File: src/rtl/cic_decim.sv
module cic_decim #(
  parameter int IN_W  = 16,
  parameter int FW    = 66,
  parameter int OUT_W = 16,
  parameter int FR_W  = 3
) (
  input  logic             clk,
  input  logic             rst_n,
  input  logic [IN_W-1:0]  in_data,
  input  logic             dec_en,
  input  logic [2:0]       cfg_stages,
  input  logic [5:0]       cfg_growth,
  input  logic             cfg_bypass,
  output logic [OUT_W-1:0] out_data,
  output logic             out_valid
);
  localparam int NS   = 5;
  localparam int RW   = OUT_W + FR_W;
  localparam int BYPG = 50;

  function automatic int int_w(int k);
    case (k)
      0: return 66;
      1: return 63;
      2: return 53;
      3: return 43;
      4: return 35;
      default: return 26;
    endcase
  endfunction

  function automatic int cmb_w(int k);
    case (k)
      0: return 26;
      1: return 22;
      2: return 21;
      3: return 20;
      default: return 19;
    endcase
  endfunction

  logic [IN_W-1:0] in_q;
  logic [FW-1:0]   ext, shifted;
  logic [5:0]      gsh;
  logic            ce;
  logic [NS:1]     act;
  logic [FW-1:0]   int_in [1:NS];
  logic [FW-1:0]   int_q  [1:NS];
  logic [FW-1:0]   dec_q;
  logic [FW-1:0]   cv     [0:NS];
  logic [FW-1:0]   cmb_q  [1:NS];
  logic [RW-1:0]   c19;
  logic [OUT_W-1:0] ipart, rnd;
  logic [FR_W-1:0] frac;
  logic            up, sat;

  assign ce      = dec_en | cfg_bypass;
  assign gsh     = cfg_bypass ? 6'(BYPG) : cfg_growth;
  assign ext     = {{(FW-IN_W){in_q[IN_W-1]}}, in_q};
  assign shifted = ext << gsh;

  always_ff @(posedge clk or negedge rst_n)
    if (!rst_n) in_q <= '0;
    else        in_q <= in_data;

  for (genvar k = 1; k <= NS; k++) begin : g_int
    localparam logic [FW-1:0] IM = {FW{1'b1}} << (FW - int_w(k));
    assign act[k] = !cfg_bypass && (cfg_stages >= 3'(k));
    if (k == 1) begin : g_first
      assign int_in[k] = shifted;
    end else begin : g_next
      assign int_in[k] = int_q[k-1];
    end
    always_ff @(posedge clk or negedge rst_n)
      if (!rst_n) int_q[k] <= '0;
      else        int_q[k] <= (int_in[k] + (act[k] ? int_q[k] : '0)) & IM;
  end

  always_ff @(posedge clk or negedge rst_n)
    if (!rst_n)  dec_q <= '0;
    else if (ce) dec_q <= int_q[NS];

  assign cv[0] = dec_q;

  for (genvar k = 1; k <= NS; k++) begin : g_cmb
    localparam logic [FW-1:0] CM = {FW{1'b1}} << (FW - cmb_w(k));
    assign cv[k] = (cv[k-1] - (act[k] ? cmb_q[k] : '0)) & CM;
    always_ff @(posedge clk or negedge rst_n)
      if (!rst_n)          cmb_q[k] <= '0;
      else if (cfg_bypass) cmb_q[k] <= '0;
      else if (ce)         cmb_q[k] <= cv[k-1];

    p_comb_clear_r8: assert property (@(posedge clk) disable iff (!rst_n)
      cfg_bypass |=> cmb_q[k] == '0);
  end

  assign c19   = cv[NS][FW-1 -: RW];
  assign ipart = c19[RW-1:FR_W];
  assign frac  = c19[FR_W-1:0];
  assign up    = c19[RW-1] ? (frac > 3'd4) : (frac >= 3'd4);
  assign sat   = up && (ipart == {1'b0, {(OUT_W-1){1'b1}}});
  assign rnd   = sat ? ipart : OUT_W'(ipart + OUT_W'(up));

  always_ff @(posedge clk or negedge rst_n)
    if (!rst_n) begin
      out_data  <= '0;
      out_valid <= 1'b0;
    end else begin
      out_valid <= ce;
      if (ce) out_data <= rnd;
    end

  p_valid_pulse_r5: assert property (@(posedge clk) disable iff (!rst_n)
    ce |=> out_valid);
  p_valid_quiet_r5: assert property (@(posedge clk) disable iff (!rst_n)
    !ce |=> !out_valid);
  p_hold_r5: assert property (@(posedge clk) disable iff (!rst_n)
    !ce |=> $stable(out_data));
  p_no_wrap_r7: assert property (@(posedge clk) disable iff (!rst_n)
    (ce && !c19[RW-1]) |=> !out_data[OUT_W-1]);
  p_dec_hold_r5: assert property (@(posedge clk) disable iff (!rst_n)
    !ce |=> $stable(dec_q));
endmodule

File: config.mk
export PLATFORM = sky130hd
export DESIGN_NAME = cic_decim
export DESIGN_NICKNAME = d
export VERILOG_FILES = /design/src/rtl/cic_decim.sv
export SDC_FILE = /design/constraint.sdc
export NUM_CORES = 1
export LEC_CHECK = 0
export BUFFER_PORTS_ARGS = -buffer_cell sky130_fd_sc_hd__buf_2
export CAP_MARGIN = 25
export CORE_UTILIZATION = 30
export DETAILED_ROUTE_END_ITERATION = 6
export PLACE_DENSITY_LB_ADDON = 0.08
export SLEW_MARGIN = 20
export SYNTH_ARGS = -nofsm -noshare
export SYNTH_HDL_FRONTEND = slang
export SYNTH_SLANG_ARGS = --single-unit
File: constraint.sdc
create_clock -name clk -period 10.1 [get_ports clk]
set_clock_uncertainty 0.1 [all_clocks]
set_input_delay 2.02 -clock clk [delete_from_list [all_inputs] [get_ports clk]]
set_output_delay 2.02 -clock clk [all_outputs]
set_load 0.005 [all_outputs]
==> flow_summary.toml <==
[run_status]
status = "finished, violations left"
violations = "negative setup slack"

[synthesis]
syn_area_per_cell_um2 = 8.65
synth_area_leader_cell = "dfrtp_1"
ys_seq_area_frac = 0.314
synth_seq_cells = 387
synthCells = 3563
synth_top_flop_cell = "dfrtp_1"
synthDistinctLibCells = 85
async_flop_share = 1.00
synth_edf_count = 0
ys_top_cells_by_area = "dfrtp_1 (31%), ha_1 (13%), xnor2_1 (5.7%)"
synth_top_area_frac = 0.314
synth_area_um2 = 30800
synth.net_count = 3917
ys_warn_count = 0

[die]
fp.dieH_um = 323
dieArea_um2 = 104000
core_um2 = 102000
die_w_um = 323
rows = 117
ios = 46
initial_core_util = 0.303

[route]
vias = 26000
drc_errors = 0
initialDrtViolationCount = 1428
drt_wl_total_um = 87400
drtAntennaViolNets = 0
dr.pass1.iters = 7
avgViaCountPerCell = 4.89
wire_per_inst_um = 16.4

[cts]
cts_root_buf = "clkbuf_16"
clock_latency_ps = 640
holdBufCountCts = 0
cts_tree = "yes"
cts.sinks = 387
cts-htree-levels = 2
cts_inserted_buffers = 53
cts_max_path_buffers = 3
clkTransAtPathRegs_ps = 60

[placement]
io_buffer_count = 45
dpl.hpwl_um = 66800
finalWeightedCongestion = 0.881
placedCellCount = 5189
dpl_cell_area_um2 = 35000

[setup_path]
slowest_delay_ps = 490
crit_slowest_cell = "or4b_4"
critPathBufInv = 5
reg2reg_from = "dec_q[40]$_DFFE_PN0P_"
worstSetupStartpoint = "cfg_stages[0]"
crit_type = "primary input to flop"
required_ps = 10500
path_delay_family = "compound AO/OA/AOI/OAI gates"
arrival_ps = 10840
cp-end-kind = "flop"
critPathLaunchType = "primary input"
crit_top_cell = "ha_1"
regToRegSetupSlack_ps = 1050
cp_max_fo = 5

[timing]
tns_ps = -2800
hold_viol = 0
worst_pin_slew_ps = 968
min_period_over_period = 1.03
slew_violations = 0
clock.fmax_ghz = 0.0958
fin_crit_ps = 10440
post-route-worst-setup-slack_ps = -336
rsz0062_at_grt = "yes"
setup_viol = 12
slew_headroom = 0.346

[cells_and_area]
finalNetCount = 4260
drive_gt1_frac = 0.157
layout.cells.non_filler = 5314
design_area_um2 = 37400
syn2layout_area_growth_pct = 21.5

[global_routing]
gr-total-overflow = 0
track_usage = 0.171
grt_max_degree = 144
grt_pass1_vias = 25800
grt_antenna_before_repair = 0
grt_first_pass_wirelength_um = 144000

[hold_path]
hold_path_class = "flop to flop"
hold_start = "int_q[43]$_DFF_PN0_"

[flow_run]
maxCapViolCount = 0
cell families after synthesis:
logic type                 count (synthesis)  share of synthesized area
xor gates and xnor gates                 282                     0.0809
and+or+nand+nor                         1277                      0.202
buffers and inverters                    230                     0.0281
AOI/OAI and AO/OA                        912                      0.191
adders and majority gates                325                      0.134
muxes                                    150                     0.0497
DFF                                      387                      0.314
tightest hold or removal path: cells and delay by family (launching register included):
kind	cells	cell delay [ps]
AND/OR/NAND/NOR	2	110
flip-flops	1	340
path summary, 6_finish.rpt:
path	cells past startpoint	to
max	52	out_data[4]$_DFFE_PN0P_
min	2	dec_q[43]$_DFFE_PN0P_
max reg2reg	46	out_data[4]$_DFFE_PN0P_
min reg2reg	2	dec_q[43]$_DFFE_PN0P_
max in group asynchronous	2	cmb_q[324]$_DFFE_PN0P_
min in group asynchronous	1	int_in[152]$_DFF_PN0_
final cells by class:
class                           instances  area [µm²]
Multi-Input combinational cell       2947       20900
Timing Repair Buffer                  400        2990
Antenna cell                            1        2.50
Clock inverter                         21         238
Tap cell                             1368        1710
Fill cell                           10700       64400
Inverter                              117         439
Clock buffer                           73        1510
Sequential cell                       387        9680
timing repair:
item,in CTS,in global routing
setup endpoints to repair,16,16
gates resized for setup,35,51
pin swaps,34,61
setup buffers,18,12
cloned,1,0
sequential cells by signal, summed over array words and instances, names as in the netlist:
| name | cells |
|---|---|
| int_in | 194 |
| out_valid | 1 |
| int_q | 26 |
| in_q | 16 |
| cmb_q | 108 |
| out_data | 16 |
| dec_q | 26 |
cell usage after synthesis (7+ instances only):
cell,count
buf_1,12
mux2i_1,146
a221oi_1,9
o21a_1,39
and2_1,232
nand4_1,25
nor2_1,328
dfrtp_1,387
o41a_1,7
o21ai_0,165
nand3_1,65
xnor2_1,200
o211ai_1,19
xor2_1,80
or2_2,19
nor4_1,8
o21bai_1,38
a31oi_1,39
nor3_1,54
a31o_2,9
o31ai_1,19
fa_1,9
a22o_1,9
inv_1,116
or4_1,10
nand2_1,353
and3_1,39
nor2b_1,47
a21o_1,148
nand2b_1,45
ha_1,316
a211oi_1,27
a21boi_0,18
or3_1,22
a211o_1,7
a21oi_1,284
o31a_1,7
o311ai_0,7
clkbuf_1,99
and4_1,8
layer usage:
| metal | vias up | global-route usage | part of all wire |
|---|---|---|---|
| li1 | 13400 | - | - |
| met1 | 12200 | 0.259 | 0.53 |
| met2 | 361 | 0.252 | 0.41 |
| met3 | 78 | 0.0282 | 0.044 |
| met4 | 0 | 0.0347 | 0.017 |
| met5 | - | 0 | 0 |
per-stage QoR:
| step | hold WS, ps | util | setup WS, ps |
|---|---|---|---|
| floorplan | 337 | - | -626 |
| global placement | 349 | 0.344 | -1250 |
| detailed placement | 354 | 0.344 | -1420 |
| CTS | 347 | 0.364 | -373 |
| global route | 396 | 0.367 | -1070 |
| finish | 354 | 0.367 | -336 |
layout by cell type (no fill, tap or decap), drive strengths merged, types with 10 or more instances in the layout:
cell type and count:
dfrtp 387, o21a 39, nand4 25, a21oi 285
buf 400, nand2 353, and2 232, a31oi 40
o211ai 19, xnor2 200, nor2 328, xor2 81
a21boi 19, mux2i 148, clkinv 13, inv 117
nor3 55, and3 39, nand3 65, ha 316
or2 19, o21ai 170, nor2b 47, or3 22
a211oi 28, a21o 148, o31ai 21, or4 10
clkbuf 73, o21bai 38, nand2b 45
Power is not shown: default switching activity piles up to over one toggle a cycle in this logic, so the estimate is an artifact.
